## src/rtl/dma_seq_pkg.sv

```systemverilog
package dma_seq_pkg;
  localparam int SEQ_STATE_W = 3;

  typedef enum logic [SEQ_STATE_W-1:0] {
    SQ_IDLE    = 3'd0,
    SQ_FETCH   = 3'd1,
    SQ_XFER    = 3'd2,
    SQ_DECIDE  = 3'd3,
    SQ_HALTED  = 3'd4,
    SQ_FINISH  = 3'd5
  } seq_state_e;
endpackage

```

## src/rtl/dma_seq_resume.sv

```systemverilog
module dma_seq_resume
  import dma_seq_pkg::*;
(
  input  logic       clk,
  input  logic       rst,
  input  logic       chan_en,
  input  logic       resume_cmd,
  input  seq_state_e st,
  input  logic       consume,
  output logic       resume_avail
);
  logic pend_q;
  logic armed;
  logic flush;

  // A command is remembered only while a chain is actively running.
  assign armed = (st == SQ_FETCH) || (st == SQ_XFER) ||
                 (st == SQ_DECIDE) || (st == SQ_HALTED);
  assign flush = !chan_en || (st == SQ_IDLE) || (st == SQ_FINISH);

  always_ff @(posedge clk) begin
    if (rst || flush) begin
      pend_q <= 1'b0;
    end else if (consume) begin
      pend_q <= 1'b0;
    end else if (resume_cmd && armed) begin
      pend_q <= 1'b1;
    end
  end

  assign resume_avail = pend_q || (resume_cmd && armed);

  AST_PEND_USED_UP: assert property (@(posedge clk) disable iff (rst)
    consume |=> !pend_q);
  AST_PEND_DROPPED: assert property (@(posedge clk) disable iff (rst)
    !chan_en |=> !pend_q);
  AST_PEND_NOT_IDLE: assert property (@(posedge clk) disable iff (rst)
    (st == SQ_IDLE) |=> !pend_q);
endmodule

```

## src/rtl/dma_seq_fsm.sv

```systemverilog
module dma_seq_fsm
  import dma_seq_pkg::*;
(
  input  logic       clk,
  input  logic       rst,
  input  logic       chan_en,
  input  logic       desc_valid,
  input  logic       desc_suspend,
  input  logic       desc_last,
  input  logic       block_done,
  input  logic       resume_avail,
  output seq_state_e st,
  output seq_state_e nxt,
  output logic       consume
);
  seq_state_e st_q;
  logic       stop_q;
  logic       end_q;
  logic       take_desc;

  assign take_desc = (st_q == SQ_FETCH) && desc_valid;

  always_comb begin
    nxt = st_q;
    if (!chan_en) begin
      nxt = SQ_IDLE;
    end else begin
      unique case (st_q)
        SQ_IDLE:   nxt = SQ_FETCH;
        SQ_FETCH:  if (desc_valid) nxt = SQ_XFER;
        SQ_XFER:   if (block_done) nxt = SQ_DECIDE;
        SQ_DECIDE: begin
          if (end_q)                       nxt = SQ_FINISH;
          else if (stop_q && !resume_avail) nxt = SQ_HALTED;
          else                             nxt = SQ_FETCH;
        end
        SQ_HALTED: if (resume_avail) nxt = SQ_FETCH;
        SQ_FINISH: nxt = SQ_FINISH;
        default:   nxt = SQ_IDLE;
      endcase
    end
  end

  // A pending resume is spent either by skipping a stop or by leaving the halt.
  assign consume = ((st_q == SQ_DECIDE) && !end_q && stop_q && resume_avail) ||
                   ((st_q == SQ_HALTED) && resume_avail);

  always_ff @(posedge clk) begin
    if (rst) begin
      st_q   <= SQ_IDLE;
      stop_q <= 1'b0;
      end_q  <= 1'b0;
    end else begin
      st_q <= nxt;
      if (take_desc) begin
        stop_q <= desc_suspend;
        end_q  <= desc_last;
      end
    end
  end

  assign st = st_q;

  AST_FLAGS_HELD: assert property (@(posedge clk) disable iff (rst)
    (st_q != SQ_FETCH) |=> ($stable(stop_q) && $stable(end_q)));
  AST_HALT_HOLDS: assert property (@(posedge clk) disable iff (rst)
    (st_q == SQ_HALTED && chan_en && !resume_avail) |=> (st_q == SQ_HALTED));
  AST_FINISH_HOLDS: assert property (@(posedge clk) disable iff (rst)
    (st_q == SQ_FINISH && chan_en) |=> (st_q == SQ_FINISH));
  AST_DONE_IGNORED: assert property (@(posedge clk) disable iff (rst)
    (st_q == SQ_FETCH && !desc_valid && chan_en) |=> (st_q == SQ_FETCH));
endmodule

```

## src/rtl/dma_seq_outreg.sv

```systemverilog
module dma_seq_outreg
  import dma_seq_pkg::*;
(
  input  logic       clk,
  input  logic       rst,
  input  logic       chan_en,
  input  seq_state_e st,
  input  seq_state_e nxt,
  output logic       busy,
  output logic       suspended,
  output logic       fetch_req,
  output logic       block_start
);
  logic busy_d;

  assign busy_d = (nxt == SQ_FETCH) || (nxt == SQ_XFER) ||
                  (nxt == SQ_DECIDE) || (nxt == SQ_HALTED);

  always_ff @(posedge clk) begin
    if (rst) begin
      busy        <= 1'b0;
      suspended   <= 1'b0;
      fetch_req   <= 1'b0;
      block_start <= 1'b0;
    end else begin
      busy        <= busy_d;
      suspended   <= (nxt == SQ_HALTED);
      fetch_req   <= (nxt == SQ_FETCH) && (st != SQ_FETCH);
      block_start <= (nxt == SQ_XFER) && (st != SQ_XFER);
    end
  end

  AST_FETCH_PULSE: assert property (@(posedge clk) disable iff (rst)
    fetch_req |=> !fetch_req);
  AST_START_PULSE: assert property (@(posedge clk) disable iff (rst)
    block_start |=> !block_start);
  AST_HALT_IS_BUSY: assert property (@(posedge clk) disable iff (rst)
    suspended |-> busy);
  AST_DISABLE_CLEARS: assert property (@(posedge clk) disable iff (rst)
    !chan_en |=> (!busy && !suspended && !fetch_req && !block_start));
  AST_NO_FETCH_HALTED: assert property (@(posedge clk) disable iff (rst)
    suspended |-> !fetch_req);
endmodule

```

## src/rtl/dma_chain_seq.sv

```systemverilog
module dma_chain_seq
  import dma_seq_pkg::*;
(
  input  logic clk,
  input  logic rst,
  input  logic chan_en,
  input  logic resume_cmd,
  input  logic desc_valid,
  input  logic desc_suspend,
  input  logic desc_last,
  input  logic block_done,
  output logic busy,
  output logic suspended,
  output logic fetch_req,
  output logic block_start
);
  seq_state_e st;
  seq_state_e nxt;
  logic       consume;
  logic       resume_avail;

  dma_seq_fsm u_fsm (
    .clk          (clk),
    .rst          (rst),
    .chan_en      (chan_en),
    .desc_valid   (desc_valid),
    .desc_suspend (desc_suspend),
    .desc_last    (desc_last),
    .block_done   (block_done),
    .resume_avail (resume_avail),
    .st           (st),
    .nxt          (nxt),
    .consume      (consume)
  );

  dma_seq_resume u_resume (
    .clk          (clk),
    .rst          (rst),
    .chan_en      (chan_en),
    .resume_cmd   (resume_cmd),
    .st           (st),
    .consume      (consume),
    .resume_avail (resume_avail)
  );

  dma_seq_outreg u_out (
    .clk         (clk),
    .rst         (rst),
    .chan_en     (chan_en),
    .st          (st),
    .nxt         (nxt),
    .busy        (busy),
    .suspended   (suspended),
    .fetch_req   (fetch_req),
    .block_start (block_start)
  );

  AST_RESET_QUIET: assert property (@(posedge clk)
    rst |=> (!busy && !suspended && !fetch_req && !block_start));
  AST_START_WHILE_BUSY: assert property (@(posedge clk) disable iff (rst)
    block_start |-> busy);
endmodule

```

## config.mk

```make
export PLATFORM = sky130hd
export DESIGN_NAME = dma_chain_seq
export DESIGN_NICKNAME = d
export VERILOG_FILES = /design/src/rtl/dma_seq_pkg.sv /design/src/rtl/dma_seq_resume.sv /design/src/rtl/dma_seq_fsm.sv /design/src/rtl/dma_seq_outreg.sv /design/src/rtl/dma_chain_seq.sv
export SDC_FILE = /design/constraint.sdc
export NUM_CORES = 1
export LEC_CHECK = 0
export ABC_AREA = 0
export ABC_CLOCK_PERIOD_IN_PS = 4700
export BUFFER_PORTS_ARGS = -buffer_cell sky130_fd_sc_hd__buf_2
export CAP_MARGIN = 20
export CORE_AREA = 4 4 41 43
export DETAILED_ROUTE_END_ITERATION = 8
export DIE_AREA = 0 0 45 47
export PLACE_DENSITY = 0.63
export SKIP_CTS_REPAIR_TIMING = 1
export SKIP_LAST_GASP = 1
export SLEW_MARGIN = 20
export SYNTH_ARGS = -nofsm -noshare
export SYNTH_HDL_FRONTEND = slang
export SYNTH_SLANG_ARGS = --single-unit
```

## constraint.sdc

```tcl
create_clock -name clk -period 4.7 [get_ports clk]
set_input_delay 0.235 -clock clk [delete_from_list [all_inputs] [get_ports clk]]
set_output_delay 0.235 -clock clk [all_outputs]
set_load 0.02 [all_outputs]
```

# == After elaboration in Yosys (flattened, before gate mapping) ==
# Index checks and enable logic that the tools add are counted.
# totals
input_bits,8
reg_bits,10
elab_cells,51
output_inout_bits,4
# op_classes
n_eq_ne,11
reduce_logical,25
muxes,7
# ops
operator,count
$mux 3,6
$pmux 3 s6,1
$eq 3x2->1 const B,4
$logic_or 1x1->1,11
$eq 3x3->1 const B,3
$logic_and 1x1->1,9
$eq 3x1->1 const B,2
$logic_not 1->1,3
$logic_not 3->1,1
$ne 3x1->1 const B,1
$ne 3x2->1 const B,1
$reduce_or 2->1,1

# == Longest topological paths before layout ==
# logic_depth
depth_word,16
ltp_mapped,6
mapped_depth_nobuf,5

# == Cells and area by module ==
# From an unflattened synthesis, not the netlist that was laid out.
# hier_totals
hier_cells,59
hier_area_um2,534.3
# by_module_without_submodules
module,area_per_inst_um2,instances,seq_area_each_um2,cells_each
dma_seq_fsm,325.3,1,100.1,38
dma_seq_outreg,145.1,1,80.1,14
dma_seq_resume,63.8,1,20.0,7

# == Worst setup path before layout ==
# No wires, ideal clock.
# synth_timing
kind,reg2reg
startpoint,register u_fsm.st_q[1] (netlist: u_fsm.st[1])
endpoint,register u_out.suspended
setup_slack_ns,3.220
path_buffers,1
period_less_slack_ns,1.480
setup_time_ns,0.059
required_ns,4.641
arrival_time_ns,1.421
stages_incl_launch_ff,7
cell_sequence,dfxtp_1 > buf_6 > or3_4 > a31o_1 > o211ai_2 > and2b_1 > and3_1
# synth_between
elab_chain_len,13
word_cells_on_any_way,21
cone_classes,eq/ne (6); mux (7); reduce/logical (8)
# synth_rtl
element,line_no,text
from (decl),dma_seq_fsm.sv:16,seq_state_e st_q;
from (signal assigned),dma_seq_fsm.sv:54,st_q <= nxt;
$eq 3x1->1 / $eq 3x2->1 (equally long branches),"dma_seq_resume.sv:17, dma_seq_fsm.sv:28",
$logic_or 1x1->1 (2 in a row),dma_seq_resume.sv:17,assign armed = (st == SQ_FETCH) || (st == SQ_XFER) ||
$logic_or 1x1->1,dma_seq_resume.sv:18,(st == SQ_DECIDE) || (st == SQ_HALTED);
$logic_and 1x1->1,dma_seq_resume.sv:31,assign resume_avail = pend_q || (resume_cmd && armed);
$logic_or 1x1->1,dma_seq_resume.sv:31,
$logic_not 1->1,dma_seq_fsm.sv:34,else if (stop_q && !resume_avail) nxt = SQ_HALTED;
$logic_and 1x1->1,dma_seq_fsm.sv:34,
$mux 3,dma_seq_fsm.sv:34,
$mux 3,dma_seq_fsm.sv:33,if (end_q) nxt = SQ_FINISH;
$pmux 3 s6 (*),dma_seq_fsm.sv:28,unique case (st_q)
$mux 3 (*),dma_seq_fsm.sv:25,if (!chan_en) begin
$eq 3x3->1 (*),dma_seq_outreg.sv:27,suspended <= (nxt == SQ_HALTED);
to (signal assigned),dma_seq_outreg.sv:27,
to (decl),dma_seq_outreg.sv:10,"output logic suspended,"
# Every way passes the cells marked *; elsewhere a longest branch is shown, timed or not.
# A chain may end at the register's enable or synchronous reset.

# == Final worst setup path ==
# layout_timing
startpoint,register u_fsm.st_q[0] (netlist: u_fsm.st[0])
endpoint,register u_out.busy
# layout_between
elab_chain_len,16
word_cells_on_any_way,27
cone_classes,eq/ne (9); mux (7); reduce/logical (11)
# layout_rtl
element,line_no,text
$eq 3x1->1 / $eq 3x2->1 (equally long branches),"dma_seq_resume.sv:17, dma_seq_fsm.sv:28",
$logic_or 1x1->1 (2 in a row),dma_seq_resume.sv:17,
$logic_or 1x1->1,dma_seq_resume.sv:18,
$logic_and 1x1->1,dma_seq_resume.sv:31,
$logic_or 1x1->1,dma_seq_resume.sv:31,
$logic_not 1->1,dma_seq_fsm.sv:34,
$logic_and 1x1->1,dma_seq_fsm.sv:34,
$mux 3,dma_seq_fsm.sv:34,
$mux 3,dma_seq_fsm.sv:33,
$pmux 3 s6 (*),dma_seq_fsm.sv:28,
$mux 3 (*),dma_seq_fsm.sv:25,
$eq 3x1->1 / $eq 3x2->1 (equally long branches),dma_seq_outreg.sv:16,assign busy_d = (nxt == SQ_FETCH) || (nxt == SQ_XFER) ||
$logic_or 1x1->1 (2 in a row),dma_seq_outreg.sv:16,
$logic_or 1x1->1 (*),dma_seq_outreg.sv:17,(nxt == SQ_DECIDE) || (nxt == SQ_HALTED);
to (signal assigned),dma_seq_outreg.sv:26,busy <= busy_d;
to (decl),dma_seq_outreg.sv:9,"output logic busy,"
# Marked as above.

==> results.json <==
{
  "clk_pin_slew_ps": 70,
  "synthCells": 59,
  "setup_tns_ps": 0,
  "r2r_start": "u_fsm.st[0]",
  "power_leakage_uw": 0.000252,
  "grt.met2_usage_pct": 18.6,
  "multi_input_area_um2": 285,
  "setup_viol": 0,
  "rows": 13,
  "grt.busiest_layer": "met2",
  "rr_worst_depth": 5,
  "crit_chain": "or3_4 > a31o_1 > o211ai_2 > a21boi_1 > nor3_1",
  "slew_viol_final": 0,
  "slew_headroom_pct": 76.4,
  "io_buffer_count": 11,
  "floorplan.initialDensity_pct": 40.2,
  "period_minus_slack_ps": 1610,
  "drcViolationCount": 0,
  "dominantRegCellSynth": "dfxtp_1",
  "ios": 12,
  "p_clk_share_pct": 41.3,
  "synth_fp_nets": 67,
  "critPathMaxStageDelay_ps": 430,
  "holdPathEnd": "u_fsm.end_q",
  "grt_usage_pct": 11.4,
  "grt_pass1_vias": 405,
  "grt_use_met1_pct": 12.5,
  "avgSynthCellArea_um2": 8.86,
  "fp.coreArea_um2": 1300,
  "ys_warn_count": 0,
  "netlist.area_leader.share_pct": 38.3,
  "cts.root.buffer_cell": "clkbuf_4",
  "swShare_pct": 23.2,
  "synth-xor-area-share_pct": 1.67,
  "netlist-cell-type-count": 31,
  "fill_cells": 129,
  "critPathBufInv": 0,
  "synthTopCellsByCount": "dfxtp_1, nor2_1, o21ai_0, inv_1",
  "ant_nets": 0,
  "fmax_mhz": 621,
  "clockBufferDepth": 2,
  "synth_top_family_by_area": "simple AND/OR/NAND/NOR gates",
  "yosysTopAreaCell": "dfxtp_1",
  "tightest_slew_ps": 353,
  "synth_sequential_area_ratio_pct": 38.3,
  "synth_area_leaders": "dfxtp_1, nor2_1, o21ai_0",
  "synth_most_common_cell": "dfxtp_1",
  "via_per_inst": 5.36,
  "synth_edf_count": 0,
  "num_vias": 461,
  "insertion_delay_ps": 270,
  "n_antenna_cell": 0,
  "rsz0062_at_grt": "no",
  "dieArea_um2": 2120,
  "status": "finished clean",
  "critPathKind": "reg2reg",
  "fin_crit_sh_pct": 34.3,
  "critPathSlowestCell": "or3_4",
  "power.density_nw_per_um2": 308,
  "fp.dieH_um": 47,
  "final_cell_area_um2": 607,
  "layout-drive-gt1-share_pct": 26.8,
  "worstPathMaxFanout": 12,
  "min_path_cells": 3,
  "final_nets": 80,
  "cts_tree": "built",
  "synthArstFlopShare_pct": 0,
  "pwr-share-seq_pct": 48.1,
  "dp_hpwl_um": 789,
  "hold_start": "desc_last",
  "cts_buffers": 3,
  "hold_violations": 0,
  "cts_sinks": 10,
  "synth-seq-cells": 10,
  "drt-total-wl_um": 1050,
  "area_growth_pct": 16.0,
  "drtIter0Drc": 8,
  "endpoint_kind": "register",
  "htree_levels": 1,
  "max-cap-violations": 0,
  "die_x_um": 45,
  "skew_ps": 3.82,
  "seqCellArea_um2": 200,
  "grt_first_pass_wirelength_um": 1640,
  "placedInstanceArea_um2": 571,
  "synthMuxAreaShare_pct": 1.91,
  "critPathLaunchType": "register",
  "synth_compound_area_share_pct": 24.4,
  "min_path_type": "in2reg",
  "pre_cts_slack_ps": 3120,
  "met3_usage_pct": 2.30,
  "worstPathArrival_ps": 1770,
  "yosys.area_share.simple_pct": 26.6,
  "dr.pass1.iters": 3,
  "critical-path-top-delay-family": "compound AO/OA/AOI/OAI gates",
  "power_switching_uw": 43.4,
  "fin_util_pct": 46.6,
  "rrSetupSlack_ps": 3090,
  "antenna_found_initial": 0,
  "p_comb_share_pct": 10.6,
  "grt_max_degree": 13,
  "internal-power_uw": 144,
  "r2r_end": "u_out.busy",
  "worst_slack_ps": 3090,
  "required_ps": 4860,
  "place.gp.congestion": 0.841,
  "overflow": 0,
  "wl_per_cell_um": 12.2,
  "syn_area_um2": 523,
  "vdd_ir_drop_max_uv": 165,
  "yosys.area_share.adder_pct": 0
}
tightest hold or removal path: stages:
cell	delay [ps]
buf_2	70
a21oi_1	50
nor2_1	70
stage by stage:
stage	hold slack (ps)	power, µW	instances
floorplan	307	105	59
global placement	459	112	82
detailed placement	469	112	82
CTS	188	189	86
global route	196	197	86
finish	188	187	86
flip-flops by register name (all words and copies together), names as in the netlist:
| register | count |
|---|---|
| u_out.busy | 1 |
| u_resume.pend_q | 1 |
| u_out.block_start | 1 |
| u_fsm.stop_q | 1 |
| u_fsm.end_q | 1 |
| u_fsm.st | 3 |
| u_out.suspended | 1 |
| u_out.fetch_req | 1 |
cells by family (layout without fill, tap and decap cells):
group           count (synthesis)  after routing
flops                          10             10
simple gates                   24             24
xor+xnor                        1              1
compound gates                 17             17
mux                             1              1
buf+inv                         6             18
layer usage:
layer	vias up	part of all wire, %
li1	242	-
met1	206	46
met2	8	47
met3	5	4.3
met4	0	3.2
met5	-	0
area by class of cell:
type,instances,area share (%)
inverter,3,1.86
tap,15,3.09
multi-input combinational,43,47.0
timing repair buffer,11,9.07
sequential,10,33.0
clock buffer,4,5.98
placed cells by master (no fill, tap or decap), types with 2 or more instances in the layout:
master     n
inv_1      3
nand3b_1   2
buf_2     11
dfxtp_1   10
o21ai_0    4
nor2b_1    2
nand3_1    2
a31oi_1    2
clkbuf_4   3
nor2_1     9
and3_1     2
worst max-delay path by stage:
stage	startpoint	end	slack (ps)	cells past startpoint
finish	u_fsm.st[0]	u_out.busy	3090	5
global route	u_fsm.st[0]	u_out.busy	3040	5
CTS	u_fsm.st[0]	u_out.suspended	3100	5
detailed placement	u_fsm.st[0]	u_out.suspended	3120	5
global placement	u_fsm.st[0]	u_out.suspended	3130	5
floorplan	u_fsm.st[1]	u_out.suspended	3220	6
power by group through the flow:
stage | clock network (µW) | logic, µW | registers [µW]
final | 77.2 | 19.9 | 90.0
after CTS | 79.0 | 20.0 | 89.9
after global placement | 0 | 19.8 | 91.8
after global routing | 84.3 | 22.0 | 90.3
after detailed placement | 0 | 19.9 | 91.9
after floorplan | 0 | 13.1 | 91.8
(Power assumes the default switching activity.)
